<file path="src/rtl/ivt_pkg.sv">
package ivt_pkg;
  localparam int MAX_VEC = 32;
  localparam int VEC_W   = $clog2(MAX_VEC);
  localparam logic [1:0] SZ_WORD = 2'd2;
  localparam logic [9:0] PEND_WADDR  = 10'h200;  // 0x800 >> 2
  localparam logic [9:0] FLAGS_WADDR = 10'h3FF;  // 0xFFC >> 2

  typedef struct packed {
    logic [31:0] ctrl;
    logic [31:0] data;
    logic [31:0] hi;
    logic [31:0] lo;
  } ivt_entry_t;

  typedef enum logic [1:0] {
    OP_NONE  = 2'd0,
    OP_USE   = 2'd1,
    OP_UNUSE = 2'd2,
    OP_CLEAR = 2'd3
  } use_op_e;
endpackage

</file>
<file path="src/rtl/ivt_use_track.sv">
module ivt_use_track
  import ivt_pkg::*;
#(
  parameter int NUM_VEC = 8,
  parameter int CNT_W   = 4
) (
  input  logic               clk_i,
  input  logic               rst_ni,
  input  use_op_e            op_i,
  input  logic [VEC_W-1:0]   vec_i,
  output logic [NUM_VEC-1:0] in_use_o,
  output logic [NUM_VEC-1:0] drop_o
);
  for (genvar v = 0; v < NUM_VEC; v++) begin : g_cnt
    logic [CNT_W-1:0] cnt_q;
    logic             hit;
    assign hit = (vec_i == VEC_W'(v));

    always_ff @(posedge clk_i or negedge rst_ni) begin
      if (!rst_ni) cnt_q <= '0;
      else if (op_i == OP_CLEAR) cnt_q <= '0;
      else if (hit && op_i == OP_USE && cnt_q != '1) cnt_q <= cnt_q + 1'b1;
      else if (hit && op_i == OP_UNUSE && cnt_q != '0) cnt_q <= cnt_q - 1'b1;
    end

    assign in_use_o[v] = (cnt_q != '0);
    assign drop_o[v]   = (op_i == OP_CLEAR) ||
                         (op_i == OP_UNUSE && hit && cnt_q == CNT_W'(1));

    p_cnt_floor_r9: assert property (@(posedge clk_i) disable iff (!rst_ni)
      (op_i == OP_UNUSE && hit && cnt_q == '0) |=> (cnt_q == '0));
  end
endmodule

</file>
<file path="src/rtl/ivt_table.sv">
module ivt_table
  import ivt_pkg::*;
#(
  parameter int NUM_VEC = 8
) (
  input  logic               clk_i,
  input  logic               rst_ni,
  input  logic               wr_i,
  input  logic [9:0]         waddr_i,
  input  logic [31:0]        wdata_i,
  output logic [31:0]        rdata_o,
  input  logic [NUM_VEC-1:0] evt_i,
  input  logic [NUM_VEC-1:0] in_use_i,
  input  logic [NUM_VEC-1:0] drop_i,
  output logic               en_o,
  output logic [NUM_VEC-1:0] fire_o,
  output logic [NUM_VEC-1:0] rel_o,
  output ivt_entry_t         tbl_o [NUM_VEC]
);
  logic               en_q;
  logic [NUM_VEC-1:0] pend;

  always_ff @(posedge clk_i or negedge rst_ni) begin
    if (!rst_ni) en_q <= 1'b0;
    else if (wr_i && waddr_i == FLAGS_WADDR) en_q <= wdata_i[15];
  end
  assign en_o = en_q;

  for (genvar v = 0; v < NUM_VEC; v++) begin : g_ent
    ivt_entry_t e_q;
    logic       p_q, hit, new_mask, acc, set_p;

    assign hit      = wr_i && !waddr_i[9] && (waddr_i[8:2] == 7'(v));
    assign new_mask = (waddr_i[1:0] == 2'd3) ? wdata_i[0] : e_q.ctrl[0];
    assign acc      = evt_i[v] && in_use_i[v] && en_q;
    assign set_p    = acc && e_q.ctrl[0];
    assign fire_o[v] = acc && !e_q.ctrl[0];
    assign rel_o[v]  = hit && !new_mask && (p_q || set_p);

    always_ff @(posedge clk_i or negedge rst_ni) begin
      if (!rst_ni) begin
        e_q <= '{ctrl: 32'd1, data: '0, hi: '0, lo: '0};
      end else if (hit) begin
        case (waddr_i[1:0])
          2'd0:    e_q.lo   <= wdata_i;
          2'd1:    e_q.hi   <= wdata_i;
          2'd2:    e_q.data <= wdata_i;
          default: e_q.ctrl <= wdata_i;
        endcase
      end
    end

    always_ff @(posedge clk_i or negedge rst_ni) begin
      if (!rst_ni) p_q <= 1'b0;
      else p_q <= (p_q || set_p) && !rel_o[v] && !drop_i[v];
    end

    assign pend[v]  = p_q;
    assign tbl_o[v] = e_q;
  end

  always_comb begin
    rdata_o = '0;
    if (!waddr_i[9]) begin
      for (int v = 0; v < NUM_VEC; v++) begin
        if (waddr_i[8:2] == 7'(v)) begin
          case (waddr_i[1:0])
            2'd0:    rdata_o = tbl_o[v].lo;
            2'd1:    rdata_o = tbl_o[v].hi;
            2'd2:    rdata_o = tbl_o[v].data;
            default: rdata_o = tbl_o[v].ctrl;
          endcase
        end
      end
    end else if (waddr_i == PEND_WADDR) begin
      rdata_o = 32'(pend);
    end else if (waddr_i == FLAGS_WADDR) begin
      rdata_o = {16'h0, en_q, 4'h0, 11'(NUM_VEC - 1)};
    end
  end

  p_pend_in_use_r9: assert property (@(posedge clk_i) disable iff (!rst_ni)
    (pend & ~in_use_i) == '0);
endmodule

</file>
<file path="src/rtl/ivt_dispatch.sv">
module ivt_dispatch
  import ivt_pkg::*;
#(
  parameter int NUM_VEC = 8
) (
  input  logic               clk_i,
  input  logic               rst_ni,
  input  logic               en_i,
  input  logic [NUM_VEC-1:0] fire_i,
  input  logic [NUM_VEC-1:0] rel_i,
  input  ivt_entry_t         tbl_i [NUM_VEC],
  output logic               msg_valid_o,
  input  logic               msg_ready_i,
  output logic [63:0]        msg_addr_o,
  output logic [31:0]        msg_data_o
);
  logic [NUM_VEC-1:0] evt_q, rel_q, pool, grant;
  logic               from_rel, load, unused_ctrl;
  ivt_entry_t         sel;

  assign from_rel = |rel_q;
  assign pool     = from_rel ? rel_q : evt_q;
  assign load     = en_i && (|pool) && (!msg_valid_o || msg_ready_i);

  always_comb begin
    grant = '0;
    for (int v = NUM_VEC - 1; v >= 0; v--) begin
      if (pool[v]) begin
        grant    = '0;
        grant[v] = 1'b1;
      end
    end
  end

  always_comb begin
    sel = '0;
    unused_ctrl = 1'b0;
    for (int v = 0; v < NUM_VEC; v++) begin
      if (grant[v]) sel = tbl_i[v];
      unused_ctrl ^= ^tbl_i[v].ctrl;
    end
  end

  always_ff @(posedge clk_i or negedge rst_ni) begin
    if (!rst_ni) begin
      evt_q <= '0;
      rel_q <= '0;
    end else begin
      rel_q <= (rel_q & ~((load && from_rel) ? grant : '0)) | rel_i;
      evt_q <= (evt_q & ~((load && !from_rel) ? grant : '0)) | fire_i;
    end
  end

  always_ff @(posedge clk_i or negedge rst_ni) begin
    if (!rst_ni) begin
      msg_valid_o <= 1'b0;
      msg_addr_o  <= '0;
      msg_data_o  <= '0;
    end else if (load) begin
      msg_valid_o <= 1'b1;
      msg_addr_o  <= {sel.hi, sel.lo};
      msg_data_o  <= sel.data;
    end else if (msg_ready_i) begin
      msg_valid_o <= 1'b0;
    end
  end

  p_msg_hold_r10: assert property (@(posedge clk_i) disable iff (!rst_ni)
    (msg_valid_o && !msg_ready_i) |=>
      (msg_valid_o && $stable(msg_addr_o) && $stable(msg_data_o)));

  p_no_start_disabled_r5: assert property (@(posedge clk_i) disable iff (!rst_ni)
    !en_i |=> !$rose(msg_valid_o));

  p_one_grant_r11: assert property (@(posedge clk_i) disable iff (!rst_ni)
    $onehot0(grant));

  p_release_first_r11: assert property (@(posedge clk_i) disable iff (!rst_ni)
    (load && (rel_q != '0)) |-> ((grant & rel_q) != '0));
endmodule

</file>
<file path="src/rtl/irq_vector_table.sv">
module irq_vector_table
  import ivt_pkg::*;
#(
  parameter int NUM_VEC = 8,
  parameter int CNT_W   = 4,
  parameter int ADDR_W  = 32
) (
  input  logic               clk_i,
  input  logic               rst_ni,
  input  logic               reg_req_i,
  input  logic               reg_we_i,
  input  logic [1:0]         reg_size_i,
  input  logic [ADDR_W-1:0]  reg_addr_i,
  input  logic [31:0]        reg_wdata_i,
  output logic [31:0]        reg_rdata_o,
  input  logic [MAX_VEC-1:0] evt_req_i,
  input  logic [1:0]         use_op_i,
  input  logic [VEC_W-1:0]   use_vec_i,
  output logic               msg_valid_o,
  input  logic               msg_ready_i,
  output logic [63:0]        msg_addr_o,
  output logic [31:0]        msg_data_o
);
  logic               wr, en, unused_bits;
  logic [9:0]         waddr;
  logic [NUM_VEC-1:0] in_use, drop, fire, rel;
  ivt_entry_t         tbl [NUM_VEC];

  assign wr    = reg_req_i && reg_we_i && (reg_size_i == SZ_WORD);
  assign waddr = reg_addr_i[11:2];
  assign unused_bits = ^{reg_addr_i[ADDR_W-1:12], reg_addr_i[1:0], evt_req_i};

  ivt_use_track #(.NUM_VEC(NUM_VEC), .CNT_W(CNT_W)) u_use (
    .clk_i    (clk_i),
    .rst_ni   (rst_ni),
    .op_i     (use_op_e'(use_op_i)),
    .vec_i    (use_vec_i),
    .in_use_o (in_use),
    .drop_o   (drop)
  );

  ivt_table #(.NUM_VEC(NUM_VEC)) u_table (
    .clk_i    (clk_i),
    .rst_ni   (rst_ni),
    .wr_i     (wr),
    .waddr_i  (waddr),
    .wdata_i  (reg_wdata_i),
    .rdata_o  (reg_rdata_o),
    .evt_i    (evt_req_i[NUM_VEC-1:0]),
    .in_use_i (in_use),
    .drop_i   (drop),
    .en_o     (en),
    .fire_o   (fire),
    .rel_o    (rel),
    .tbl_o    (tbl)
  );

  ivt_dispatch #(.NUM_VEC(NUM_VEC)) u_disp (
    .clk_i       (clk_i),
    .rst_ni      (rst_ni),
    .en_i        (en),
    .fire_i      (fire),
    .rel_i       (rel),
    .tbl_i       (tbl),
    .msg_valid_o (msg_valid_o),
    .msg_ready_i (msg_ready_i),
    .msg_addr_o  (msg_addr_o),
    .msg_data_o  (msg_data_o)
  );
endmodule

</file>
<file path="config.mk">
export PLATFORM = sky130hd
export DESIGN_NAME = irq_vector_table
export DESIGN_NICKNAME = d
export VERILOG_FILES = /design/src/rtl/ivt_pkg.sv /design/src/rtl/ivt_use_track.sv /design/src/rtl/ivt_table.sv /design/src/rtl/ivt_dispatch.sv /design/src/rtl/irq_vector_table.sv
export SDC_FILE = /design/constraint.sdc
export NUM_CORES = 2
export LEC_CHECK = 0
export BUFFER_PORTS_ARGS = -buffer_cell sky130_fd_sc_hd__buf_2
export CAP_MARGIN = 20
export CORE_ASPECT_RATIO = 1.5
export CORE_MARGIN = 3
export CORE_UTILIZATION = 50
export CTS_BUF_LIST = sky130_fd_sc_hd__clkbuf_4 sky130_fd_sc_hd__clkbuf_8
export CTS_CLUSTER_SIZE = 16
export DETAILED_ROUTE_END_ITERATION = 8
export PLACE_DENSITY_LB_ADDON = 0.05
export SLEW_MARGIN = 20
export SYNTH_ARGS = -nofsm -noshare
export SYNTH_HDL_FRONTEND = slang
export SYNTH_SLANG_ARGS = --single-unit
</file>
<file path="constraint.sdc">
create_clock -name clk_i -period 3.5 [get_ports clk_i]
set_input_delay 0.35 -clock clk_i [delete_from_list [all_inputs] [get_ports clk_i]]
set_output_delay 0.35 -clock clk_i [all_outputs]
set_load 0.02 [all_outputs]
</file>
* Yosys cells after proc, flatten, opt, wreduce, memory -nomap -nowiden *
Cells that the tools add are included.

operators by class
  add/subtract/negate cells = 16
  eq/ne operators = 39
  muxes and demuxes = 72
  bitwise gates (word level) = 7
  reductions and logical operators = 227

operators with widths
  operator                                                               count
  96-bit two-way mux                                                     8
  32-bit case mux with 3 select lines                                    8
  32-bit two-way mux                                                     10
  1-bit logical AND                                                      120
  4-bit two-way mux                                                      24
  8-bit two-way mux                                                      11
  2-bit AND reduction                                                    32
  1-bit logical NOT                                                      35
  4-bit by 1-bit adder with 4-bit output, second input constant          8
  4-bit by 1-bit equality test with 1-bit output, second input constant  8
  4-bit != test, second input constant                                   8
  4-bit nonzero test                                                     8
  4-bit by 1-bit subtractor with 4-bit output, second input constant     8
  7-bit by 3-bit equality test with 1-bit output, second input constant  4
  3-bit nonzero test                                                     8
  10-bit equality test, second input constant                            2
  5-bit by 3-bit equality test with 1-bit output, second input constant  4
  1-bit logical OR                                                       17
  8-bit bitwise AND                                                      2
  16-bit two-way mux                                                     1
  8-bit NOT                                                              2
  8-bit bitwise OR                                                       2
  8-bit OR reduction                                                     2
  7-bit by 2-bit equality test with 1-bit output, second input constant  2
  other kinds (12)                                                       27

word-level totals
  register bits = 1178
  logic and storage cells = 415

* Longest topological paths before layout *
  depth in word-level cells = 18
  depth in mapped cells = 10
  gate-level depth less buffers = 7

* Modules after synthesis *
From an unflattened synthesis, not the netlist that was laid out.

second synthesis, totals
  cells, all modules = 4501
  area, all modules = 60417.9 um^2

by module, submodules not included
  module            times used  cells each  area each (um^2)  sequential area each (um^2)
  ivt_table         1           2996        47897.2           25859.8
  ivt_dispatch      1           1196        9868.2            2827.7
  ivt_use_track     1           308         2642.5            800.8
  irq_vector_table  1           1           10.0              0.0

* Worst setup path before layout *
Ideal clock, no wire load.

  path type = input to output
  start point = input reg_addr_i[2]
  end point = output reg_rdata_o[7]
  arrival = 2.421 ns
  setup slack = 0.729 ns
  stages = 7
  path through = buf_2 -> buf_2 -> buf_2 -> buf_2 -> mux4_2 -> a221oi_1 -> o211ai_1

on the way
  word-level cells in the longest chain between the ends = 11

RTL lines
  item                                         RTL line                RTL
  start, declared                              irq_vector_table.sv:13  input logic [ADDR_W-1:0] reg_addr_i,
  2-bit equality test (tied with other cells)  ivt_table.sv:67         case (waddr_i[1:0])
  32-bit case mux with 3 select lines          ivt_table.sv:67
  32-bit two-way mux (8 in series)             ivt_table.sv:66         if (waddr_i[8:2] == 7'(v)) begin
  32-bit two-way mux *                         ivt_table.sv:64         if (!waddr_i[9]) begin
  end, declared                                irq_vector_table.sv:15  output logic [31:0] reg_rdata_o,

Mark *: on every way between the ends. The rest lies on a longest branch, timed or not.

* Worst setup path after layout *
  start point = register u_table.g_ent[7].e_q (netlist bit u_table.tbl_o[31])
  end point = output reg_rdata_o[31]

on the way
  word-level cells in the longest chain between the ends = 3

RTL lines
  item                                 RTL line         RTL
  start, declared                      ivt_table.sv:30  ivt_entry_t e_q;
  start signal, assigned               ivt_table.sv:42  e_q <= '{ctrl: 32'd1, data: '0, hi: '0, lo: '0};
  32-bit case mux with 3 select lines  ivt_table.sv:67
  32-bit two-way mux                   ivt_table.sv:66
  32-bit two-way mux                   ivt_table.sv:64

Every way passes these cells.

==> results.json <==
{
  "status": "finished clean",
  "synth_edf_count": 0,
  "intPower_uw": 21300,
  "place_congestion": 0.906,
  "ys.warnings.count": 0,
  "drt_first_pass_iters": 7,
  "n_fill_cell": 9650,
  "antenna_found_initial": 7,
  "critPathRequiredTime_ns": 3.15,
  "route.detailed.drc": 0,
  "dieArea_sq_um": 121000,
  "critPathMaxStageDelay_ns": 0.55,
  "reg2reg_to": "u_disp.msg_data_o[11]",
  "min_to": "u_table.tbl_o[72]",
  "cp_data_arrival_time_ns": 3.01,
  "hp-start": "reg_wdata_i[8]",
  "cp-startpoint": "u_table.tbl_o[31]",
  "leakage_uw": 0.0316,
  "cp_max_fo": 3,
  "slowest_stage": "mux4_2",
  "maxCapViolCount": 0,
  "synthArstFlopShare_pct": 100,
  "final_cells": 6221,
  "antenna_left": 0,
  "hold_depth": 2,
  "clkSlewWorstSetupHoldPaths_ns": 0.07,
  "cts_buffers": 186,
  "hpwl_um": 134000,
  "tightest_slew_ns": 1.17,
  "postCtsSetupBuffers": 0,
  "clock_sinks": 1178,
  "grtUsageTotal_pct": 35.6,
  "synth.net_count": 4428,
  "rsz0062_at_grt": "no",
  "cp_cell_sequence": "mux4_2 -> mux4_2 -> a22oi_2 -> nor2_1 -> buf_2",
  "syn_inst": 4294,
  "setup_violations": 0,
  "placedCellCount": 5851,
  "core_sq_um": 116000,
  "timing.setup.tns_ns": 0,
  "p_sw_uw": 6980,
  "p_sw_share_pct": 24.7,
  "synth_top_area_share_pct": 50.0,
  "wl_per_cell_um": 34.8,
  "fmax_mhz": 298,
  "critPathCaptureType": "primary output",
  "power_frac_seq_pct": 48.7,
  "yosys.area.top_type": "dfrtp_1",
  "relSlewSlack_pct": 21.4,
  "final_layout_size_suffix_gt1_share_pct": 46.9,
  "initial_core_util_pct": 50.4,
  "cpMostUsedCell": "mux4_2",
  "slew_viol_final": 0,
  "num_rows": 153,
  "seq_area_frac_synth_pct": 50.4,
  "layout.nets": 4653,
  "synth.distinct_cells": 79,
  "pwr-share-comb_pct": 5.6,
  "clk_latency_ns": 0.93,
  "ys_ff_latch": 1178,
  "die_w_um": 285,
  "rr_startpoint": "u_disp.evt_q[4]",
  "syn_avg_cell_area_sq_um": 13.6,
  "ios": 239,
  "viasPerCell": 6.82,
  "tritoncts": "done",
  "htree_levels": 4,
  "syn_area_sq_um": 58500,
  "root_buffer": "clkbuf_8",
  "layout_min_cycle_time_ns": 3.36,
  "drt_wl_total_um": 216000,
  "start_kind": "register",
  "overflow": 0,
  "drt_iter0_drc": 4487,
  "num_vias": 42500,
  "min_path_type": "input port to register",
  "r2r_slack_ns": 0.27,
  "power_density_nw_per_um2": 421,
  "final_cell_area_sq_um": 67200,
  "portBuffers": 192,
  "die_h_um": 425,
  "reg2reg_depth": 7,
  "yosys-top-cells-area": "dfrtp_1, mux2_2, mux4_2",
  "grt_pass1_vias": 43000,
  "timing.final.crit_share_pct": 96.0,
  "pwr-share-clk_pct": 45.7,
  "crit_type": "register to primary output",
  "grt_pass1_wl_um": 311000,
  "clockBufferDepth": 3,
  "post_dp_cell_area_sq_um": 62800,
  "ir_worst_vdd_mv": 0.460,
  "area_delta_synth_final_pct": 14.8,
  "finalHoldViolCount": 0,
  "synth_flop_cell": "dfrtp_1",
  "grt_start_max_net_pins": 109,
  "finClkSkew_ns": 0.0361,
  "worst_hold_slack_ns": 0.0790
}
[worst max path at each step]
stage / end / cells after the start
2_1_floorplan: reg_rdata_o[7] / 7
4_1_cts: reg_rdata_o[21] / 5
5_1_grt: reg_rdata_o[10] / 5
3_5_place_dp: u_disp.msg_addr_o[12] / 8
3_3_place_gp: u_disp.msg_addr_o[4] / 7
6_report: reg_rdata_o[31] / 5
[layout by cell type, fill, tap and decap left out, types with 115 or more instances in the layout]
master and instances:
dfrtp_1 1170, mux2_2 1030, mux4_2 300, clkbuf_8 231, a21oi_1 190, buf_2 187
nand2_1 170, buf_4 159, a221oi_1 133, a22oi_1 115
[area by class of cell]
class | count | area (sq um) | area share (%)
flip-flops and latches | 1178 | 29500 | 43.9
inverters | 31 | 119 | 0.177
multi-input cells | 2661 | 27400 | 40.8
clock buffers | 290 | 3620 | 5.39
diodes | 6 | 15.0 | 0.0224
repair buffers | 461 | 4120 | 6.14
clock inverters | 44 | 452 | 0.673
well taps | 1550 | 1940 | 2.89
[cells by family after synthesis]
kind of cell             Yosys count  share of synthesized area, %
flip-flops                      1178                          50.4
AO/OA/AOI/OAI                    818                          10.2
adder cells (fa/ha/maj)           24                         0.513
multiplexers                    1336                          31.5
AND/OR/NAND/NOR                  459                          3.70
buffers and inverters            455                          3.35
XOR/XNOR                          24                         0.359
[Yosys cell counts (14+ instances only)]
cell,number
a221oi_1,133
nor3_1,21
nand2_1,193
a22o_1,77
and3_1,24
nand3_1,38
dfrtp_1,1170
mux2_2,1030
nand2b_1,14
nor2_1,97
xnor2_1,19
a21oi_1,190
mux4_2,300
clkbuf_1,189
nand4_1,23
o22ai_1,15
a222oi_1,25
o21ai_0,53
buf_1,77
buf_2,146
ha_1,24
inv_1,29
a22oi_1,116
a31oi_1,87
[power groups by stage]
stage / combinational [uW] / clock [uW] / sequential [uW]
finish: 1570 / 12900 / 13800
global route: 1700 / 13700 / 13800
CTS: 1580 / 13100 / 13800
detailed placement: 1550 / 0 / 14000
global placement: 1540 / 0 / 14000
floorplan: 704 / 0 / 14000
[per-layer routing]
layer | track usage, % | part of all wire, %
met2 | 58.6 | 49
met5 | 0 | 0.033
met4 | 19.2 | 6.1
met3 | 5.96 | 7.1
met1 | 45.2 | 38
[sequential cells by signal (all words and copies together), names as in the netlist]
register and cells:
u_table.tbl_o 1024, u_disp.msg_addr_o 64, u_disp.msg_data_o 32, u_use.g_cnt.cnt_q 32, u_disp.evt_q 8, u_disp.rel_q 8, u_table.g_ent.p_q 8, u_disp.msg_valid_o 1
u_table.en_o 1
[critical path: cells and delay by family (launching register included)]
family	cells	cell delay [ns]
flip-flops	1	0.40
multiplexers	2	1.01
AND/OR/NAND/NOR	1	0.07
AO/OA/AOI/OAI	1	0.43
buffers and inverters	1	0.17
[through the flow]
stage / utilization, % / worst slack [ns] / power [uW]
after floorplan: - / 0.729 / 14700
after global placement: 54.1 / 0.392 / 15500
after detailed placement: 54.1 / 0.360 / 15600
after CTS: 57.9 / 0.0737 / 28400
after global routing: 57.9 / 0.0424 / 29200
final: 57.9 / 0.139 / 28300
[timing repair]
item | CTS | global route
endpoints found under the hold margin | 554 | 1
resized for setup | 1 | 1
hold buffers | 29 | 1
setup endpoints to repair | 1 | 1
Note: power is estimated with default switching activity, not from simulation.
